<file path="src/rtl/coh_ctl_regs.sv">
module coh_ctl_regs #(
  parameter int unsigned CPU_COUNT = 1,
  parameter int unsigned ADDR_W    = 8
) (
  input  logic              clk,
  input  logic              rst_n,
  input  logic              psel,
  input  logic              penable,
  input  logic              pwrite,
  input  logic [ADDR_W-1:0] paddr,
  input  logic [31:0]       pwdata,
  input  logic [3:0]        pstrb,
  output logic [31:0]       prdata,
  output logic              pready,
  output logic              pslverr,
  output logic              inv_pulse
);
  localparam int unsigned IDX_W = ADDR_W - 2;
  localparam int unsigned LANES = 4;
  localparam logic [IDX_W-1:0] IDX_CTRL = IDX_W'(0);
  localparam logic [IDX_W-1:0] IDX_CFG  = IDX_W'(1);
  localparam logic [IDX_W-1:0] IDX_PWR  = IDX_W'(2);
  localparam logic [IDX_W-1:0] IDX_INV  = IDX_W'(3);
  localparam logic [31:0] CFG_WORD =
    32'((((1 << CPU_COUNT) - 1) << 4) | (CPU_COUNT - 1));

  if (CPU_COUNT < 1 || CPU_COUNT > 4) begin : g_bad_count
    $error("coh_ctl_regs: CPU_COUNT must lie in 1..4");
  end

  logic [IDX_W-1:0] idx;
  logic             acc, wr_acc, rd_acc;
  logic             ctrl_q;
  logic [31:0]      pwr_q;
  logic [31:0]      rd_mux;
  logic [31:0]      rdata_q;
  logic             inv_q;

  assign idx    = paddr[ADDR_W-1:2];
  assign acc    = psel & penable;
  assign wr_acc = acc & pwrite;
  assign rd_acc = acc & ~pwrite;

  assign pready    = 1'b1;
  assign pslverr   = 1'b0;
  assign prdata    = rdata_q;
  assign inv_pulse = inv_q;

  always_ff @(posedge clk) begin
    if (!rst_n) begin
      ctrl_q <= 1'b0;
      inv_q  <= 1'b0;
    end else begin
      inv_q <= wr_acc && (idx == IDX_INV);
      if (wr_acc && idx == IDX_CTRL && pstrb[0]) ctrl_q <= pwdata[0];
    end
  end

  for (genvar k = 0; k < LANES; k++) begin : g_lane
    always_ff @(posedge clk) begin
      if (!rst_n)
        pwr_q[8*k +: 8] <= 8'h00;
      else if (wr_acc && idx == IDX_PWR && pstrb[k])
        pwr_q[8*k +: 8] <= pwdata[8*k +: 8];
    end
  end

  always_comb begin
    case (idx)
      IDX_CTRL: rd_mux = {31'b0, ctrl_q};
      IDX_CFG:  rd_mux = CFG_WORD;
      IDX_PWR:  rd_mux = pwr_q;
      default:  rd_mux = 32'h0;
    endcase
  end

  always_ff @(posedge clk) begin
    if (!rst_n)      rdata_q <= 32'h0;
    else if (rd_acc) rdata_q <= rd_mux;
  end

  assert_ctrl_narrow_R2: assert property (@(posedge clk) disable iff (!rst_n)
    (rd_acc && idx == IDX_CTRL) |=> (prdata[31:1] == 31'b0));

  assert_cfg_value_R3: assert property (@(posedge clk) disable iff (!rst_n)
    (rd_acc && idx == IDX_CFG) |=> (prdata == CFG_WORD));

  assert_lane0_keep_R4: assert property (@(posedge clk) disable iff (!rst_n)
    (wr_acc && idx == IDX_PWR && !pstrb[0]) |=> $stable(pwr_q[7:0]));

  assert_lane3_keep_R4: assert property (@(posedge clk) disable iff (!rst_n)
    (wr_acc && idx == IDX_PWR && !pstrb[3]) |=> $stable(pwr_q[31:24]));

  assert_inv_no_effect_R5: assert property (@(posedge clk) disable iff (!rst_n)
    (wr_acc && idx == IDX_INV) |=> ($stable(pwr_q) && $stable(ctrl_q) && inv_pulse));

  assert_inv_source_R5: assert property (@(posedge clk) disable iff (!rst_n)
    $rose(inv_pulse) |-> $past(wr_acc && idx == IDX_INV));

  assert_other_no_effect_R6: assert property (@(posedge clk) disable iff (!rst_n)
    (wr_acc && idx > IDX_INV) |=> ($stable(pwr_q) && $stable(ctrl_q) && !inv_pulse));

  assert_rdata_hold_R8: assert property (@(posedge clk) disable iff (!rst_n)
    !rd_acc |=> $stable(prdata));
endmodule

</file>
<file path="config.mk">
export PLATFORM = sky130hd
export DESIGN_NAME = coh_ctl_regs
export DESIGN_NICKNAME = d
export VERILOG_FILES = /design/src/rtl/coh_ctl_regs.sv
export SDC_FILE = /design/constraint.sdc
export NUM_CORES = 1
export LEC_CHECK = 0
export ABC_AREA = 1
export BUFFER_PORTS_ARGS = -buffer_cell sky130_fd_sc_hd__buf_2
export CAP_MARGIN = 5
export CELL_PAD_IN_SITES_DETAIL_PLACEMENT = 1
export CELL_PAD_IN_SITES_GLOBAL_PLACEMENT = 1
export CORE_MARGIN = 1.5
export CORE_UTILIZATION = 39
export CTS_BUF_LIST = sky130_fd_sc_hd__clkbuf_16
export DETAILED_ROUTE_END_ITERATION = 12
export PLACE_DENSITY_LB_ADDON = 0.1
export SLEW_MARGIN = 10
export SYNTH_ARGS = -nofsm -noshare
export SYNTH_HDL_FRONTEND = slang
export SYNTH_SLANG_ARGS = --single-unit
</file>
<file path="constraint.sdc">
create_clock -name clk -period 2.85 [get_ports clk]
set_input_delay 0.57 -clock clk [delete_from_list [all_inputs] [get_ports clk]]
set_output_delay 0.57 -clock clk [all_outputs]
set_load 0.02 [all_outputs]
</file>
==> run summary, run 1 <==
Status - complete, no violations
Via Count - 2724
Peak VDD IR - 306.6 uV
Mean Syn Cell Area - 7.144 um^2
Synth area leaders - dfxtp_1 (45%), nand2_1 (9.7%), inv_1 (9.5%)
Nature of the critical path endpoint - register
DR pass1 iterations - 4
Share of layout cells above drive strength 1 - 26.90%
Relative max-transition margin - 61.66%
Rows - 31
FF+latch count, synth - 66
Min-delay src - pwr_q[22]
Worst setup path category - input pin to register
R2R Path Start - prdata[29]
Max_cap viols - 0
First-pass GRT wire length - 12650 um
Setup crit start - paddr[7]
Worst-margin pin slew - 0.5737 ns
Die W - 89.98 um
Ys Warns - 0
CTS clk-pin slew, worst paths - 0.06 ns
CTS Buf Count - 9
Initial DRC count - 91
Hold/Removal Path Class - register to register
Final setup violation count - 0
Antenna-violating nets left - 0
Synth top cells by count - nand2_1 (76), inv_1 (75), dfxtp_1 (66)
Fin nets - 531
Clk_lat worst skew - 0.32 ns
Count leader, synth - nand2_1
Required time of the critical path - 3.10 ns
Worst Hold End - prdata[22]
LEAKAGE - 1.787 nW
Routed WL - 7336 um
Resized Gates After CTS - 0
Chip height - 89.98 um
Reg2reg end - prdata[29]
Drc violations - 0
Total power - 2.488 mW
Cell taking the most area after synthesis - dfxtp_1
DP HPWL - 4772 um
Clock root buffer - clkbuf_16
Reg2reg setup slack - 2.16 ns
Clk_skew - 0.003043 ns
I/O Pins - 84
Pwr dens - 662.6 nW/um^2
Starting density of the core - 40.46%
Largest net degree at the start of global routing - 43
Fin. Hold Viols - 0
GPL Wtd Cong - 0.7438
Hold_buf cts - 0
TritonCTS clock tree - done
Max Buffers Root-to-Sink - 2
Pre-CTS WS - 0.7005 ns
Async SR Flop Fraction - 0%
Final TNS setup - 0 ns
Synthesized cell area - 2950 um^2
FMAX - 0.5495 GHz
Period utilisation layout - 63.86%
Antenna Diode Count - 0
Worst EP arrival - 2.07 ns
RSZ-0062 raised after global routing - no
Vias per std cell - 4.648
Initial antenna violation count - 0
Seq/Total Area, Yosys - 44.78%
H-tree levels - 3
Port bufs - 79
CP Launch Type - input pin
Clock sink count - 66
Min Clock Period, post-route - 1.820 ns
Main synth FF type - dfxtp_1
Gate Count Post-Synth - 413
Number of synthesized flops with an enable pin - 0
Synth unique cells - 25
Wire length per cell - 12.52 um
Number of global-route vias before repair - 2720
Reg2Reg Depth - 2
Final Max Slew Viols - 0
Top-area cell type share of the netlist area - 44.78%
Syn_nets - 462
GRT Util Overall - 19.45%
Synthesis-to-finish area growth - 27.27%
Core area - 7292 um^2
Die area - 8096 um^2
Number of post-CTS setup repair buffers - 0
Worst Hold Depth - 2
Total grt overflow - 0
Crit Path Max Fanout - 38
Final WS setup - 1.030 ns
==> placed cells by master (no fill, tap or decap) <==
cell type,n
a21oi_1,21
nand2_2,12
o21ai_1,1
inv_2,3
a31oi_1,1
o21a_1,1
buf_4,3
nor2_4,2
clkinvlp_4,1
o21ai_0,39
conb_1,2
buf_2,79
clkbuf_16,9
clkinv_2,1
inv_1,75
nor2_1,45
nor2_8,1
nand3_2,3
nand4_1,25
nor3_1,1
bufinv_16,4
a21oi_2,10
nand2_1,76
nand3_1,3
clkinv_4,1
buf_12,2
dfxtp_1,66
==> critical path, stage by stage <==
cell     delay, ns
buf_2         0.10
nor2_1        0.16
nand2_2       0.13
nor2_8        0.46
nand2_2       0.24
inv_2         0.21
nor2_1        0.08
nor2_1        0.12
==> logic make-up after synthesis <==
kind of cell           Yosys count  share of synthesized area [%]
AO/OA/AOI/OAI                   73                          13.78
buffers and inverters          104                          14.97
flip-flops                      66                          44.78
other                            2                         0.2545
AND/OR/NAND/NOR                168                          26.21
==> through the flow <==
step	instance area, um^2	util [%]	cells	hold WS (ns)
floorplan	2950	-	413	0.4371
global placement	3388	46.47	570	0.4483
detailed placement	3388	46.47	570	0.4550
CTS	3755	51.49	586	0.4638
global route	3755	51.49	586	0.4795
finish	3755	51.49	586	0.4589
==> cell type report <==
class | count | area [um^2]
flip-flops and latches | 66 | 1321
repair buffers | 84 | 457.9
well taps | 99 | 123.9
fillers | 975 | 3537
inverters | 78 | 292.8
multi-input cells | 243 | 1192
clock buffers | 9 | 225.2
clock inverters | 7 | 141.4
==> flip-flops by register name, summed over array words and instances (netlist names) <==
name and cells:
pwr_q 32, prdata 32, ctrl_q 1, inv_pulse 1
==> routing by layer <==
layer,vias to the layer above,wire length (um),global-route usage (%)
met1,1247,3523,23.75
met3,9,320,5.415
met4,0,85,6.746
li1,1413,-,-
met2,55,3406,32.89
met5,-,0,0
==> how the worst max path moves through the flow <==
| stage | endpoint | cells past startpoint |
|---|---|---|
| 2_1_floorplan | pwr_q[10] | 8 |
| 5_1_grt | pwr_q[6] | 8 |
| 3_3_place_gp | pwr_q[0] | 8 |
| 3_5_place_dp | pwr_q[0] | 8 |
| 6_report | pwr_q[6] | 8 |
| 4_1_cts | pwr_q[6] | 8 |
==> power breakdown <==
part / internal [mW] / total, mW / leakage, nW / switching [mW]
sequential: 0.945 / 0.954 / 0.535 / 0.00916
clock: 0.942 / 1.35 / 0.176 / 0.409
combinational: 0.0654 / 0.182 / 1.08 / 0.117
Power figures use the tool's default switching activity.
==> inputs of run 2 (changes only) <==
Settings changed: ABC_AREA 1 to 0, CORE_UTILIZATION 39 to 37.
Clock period 2.85 ns to 1.79 ns, I/O delays scaled along.
==> run 2 against run 1 <==
Effect of this change: clock skew up 0.0020 ns; critical path type unchanged; global-route usage rose by 0.27 points; sequential cell count is the same; combinational power grew 7%; power rose by 27%; non-clock buffer count up 9.
==> run summary, run 2 <==
Status - complete, no violations
Min Clock Period, post-route - 1.320 ns
Seq/Total Area, Yosys - 47.67%
Required time of the critical path - 2.01 ns
Max_cap viols - 0
FILL cells - 889
Mean Syn Cell Area - 8.911 um^2
Hold_buf cts - 0
Hold/Removal Path Class - input pin to register
Final setup violation count - 0
Largest net degree at the start of global routing - 44
Synthesized cell area - 2771 um^2
LEAKAGE - 1.424 nW
FMAX - 0.7577 GHz
Pwr dens - 891.9 nW/um^2
Antenna Diode Count - 0
Core area - 7253 um^2
Psw - 711.9 uW
Chip height - 89.55 um
Crit-path slowest cell - a21boi_0
Final Max Slew Viols - 0
Worst setup path category - input pin to register
CP bufs+invs - 3
RSZ-0062 raised after global routing - no
Die area - 8018 um^2
Number of global-route vias before repair - 2510
Clk_skew - 0.005063 ns
Final TNS setup - 0 ns
Register share of total power - 46.5%
Most frequent cells in the layout - nand2_1 (97), buf_2 (79), dfxtp_1 (66)
Count leader, synth - nand2_1
Comb pwr share - 6.1%
GPL Wtd Cong - 0.7299
Vias per std cell - 5.035
Clk_lat worst skew - 0.32 ns
Design area - 3550 um^2
Main synth FF type - dfxtp_1
CTS clk-pin slew, worst paths - 0.05 ns
CP dominant cell by count - buf_4
I/O Pins - 84
Routed WL - 7235 um
Synth top cells by count - nand2_1 (97), dfxtp_1 (66), mux2i_1 (33)
Grt met2 use - 33.92%
Nature of the critical path endpoint - register
Cell taking the most area after synthesis - dfxtp_1
Synthesis-to-finish area growth - 28.08%
DP HPWL - 4825 um
Clock sink count - 66
Initial DRC count - 44
Critical path cell sequence - buf_2 > nor4_4 > buf_4 > buf_4 > nand4_1 > a21boi_0
Fin. Hold Viols - 0
Die W - 89.55 um
Number of synthesized flops with an enable pin - 0
Met3 Track Usage GR - 6.094%
CTS Buf Count - 9
Busiest layer in global routing - met2
Wire length per cell - 14.89 um
Placed Area - 3298 um^2
Crit Path Max Fanout - 17
Top-area cell type share of the netlist area - 47.67%
Fin nets - 432
Initial antenna violation count - 0
Ys Warns - 0
Drc violations - 0
Starting density of the core - 38.21%
FF+latch count, synth - 66
Via Count - 2447
Gate Count Post-Synth - 311
Resized Gates After CTS - 0
Port bufs - 79
Synth area leaders - dfxtp_1 (48%), nand2_1 (13%), mux2i_1 (12%)
Rows - 31
DR pass1 iterations - 4
CP Launch Type - input pin
Internal power - 2.454 mW
Worst EP arrival - 1.54 ns
Syn_nets - 360
GRT Util Overall - 19.72%
Power share of the clock group - 47.4%
Period utilisation layout - 73.73%
Most common cell after layout, fill and taps aside - nand2_1
Worst path top cell family by delay - buffers and inverters
Async SR Flop Fraction - 0%
CP max stage delay - 0.25 ns
H-tree levels - 3
Clock root buffer - clkbuf_16
Share of layout cells above drive strength 1 - 27.65%
TritonCTS clock tree - done
Max Buffers Root-to-Sink - 2
First-pass GRT wire length - 11880 um
Antenna-violating nets left - 0
Number of post-CTS setup repair buffers - 0
Total grt overflow - 0
Grt met1 use - 23.03%
Synth unique cells - 23
Peak VDD IR - 536.7 uV
Switching share of power - 22.49%
run 2: cell types whose count changed in the layout (fill, tap and decap cells not counted), moves of 5 or more:
cell / before / now
inv_1: 75 / 1
nand2_1: 76 / 97
buf_4: 3 / 8
a21oi_2: 10 / 0
nand4_1: 25 / 31
a21boi_0: 0 / 31
mux2i_1: 0 / 33
o21ai_0: 39 / 1
nand2_2: 12 / 0
nor2_1: 45 / 2
a21oi_1: 21 / 1
run 2: area by class of cell:
type                            instances  area (um^2)  area share, %
Timing Repair Buffer                   93        575.6          16.21
Clock inverter                          6        26.28         0.7402
Tap cell                               99        123.9          3.490
Clock buffer                            9        225.2          6.345
Sequential cell                        66         1321          37.22
Multi-Input combinational cell        213         1277          35.99
run 2: per-layer routing:
layer	routed length, um	vias up
met5	0	-
met4	78	0
met3	371	8
met2	3588	60
met1	3197	1177
li1	-	1202
run 2: power groups by stage:
stage	combinational, mW	clock (mW)	sequential [mW]
finish	0.194	1.50	1.47
global route	0.215	1.60	1.47
CTS	0.197	1.54	1.47
detailed placement	0.196	0	1.50
global placement	0.193	0	1.50
floorplan	0.101	0	1.50
run 2: stage by stage:
stage                     util [%]  power (mW)  cells  hold slack [ns]  setup WS (ns)
after CTS                    48.94       3.208    486           0.2742         0.4701
after detailed placement     45.47       1.700    471           0.4493         0.1712
after floorplan                  -       1.606    311           0.4304         0.4231
after global placement       45.47       1.697    471           0.4406         0.2431
final                        48.94       3.166    486           0.2833         0.4702
after global routing         48.94       3.286    486           0.2813         0.3660
run 2: cell families after synthesis:
family / after synthesis / share of synthesized area [%]
multiplexers: 33 / 11.92
AO/OA/AOI/OAI: 35 / 9.255
AND/OR/NAND/NOR: 143 / 24.38
buffers and inverters: 32 / 6.501
other: 2 / 0.2710
flip-flops: 66 / 47.68
run 2: worst paths after layout:
kind	cells after the start	startpoint	slack, ns	end
worst max-delay path	6	paddr[7]	0.47	prdata[12]
worst min-delay path	3	pwdata[5]	0.28	pwr_q[5]
worst max register to register	3	pwr_q[4]	0.92	prdata[4]
worst min register to register	2	prdata[16]	0.45	prdata[16]
run 2: worst min-delay path, delay by kind of cell:
kind	cells	cell delay [ns]
mux	1	0.05
simple gates	1	0.05
buf+inv	1	0.10
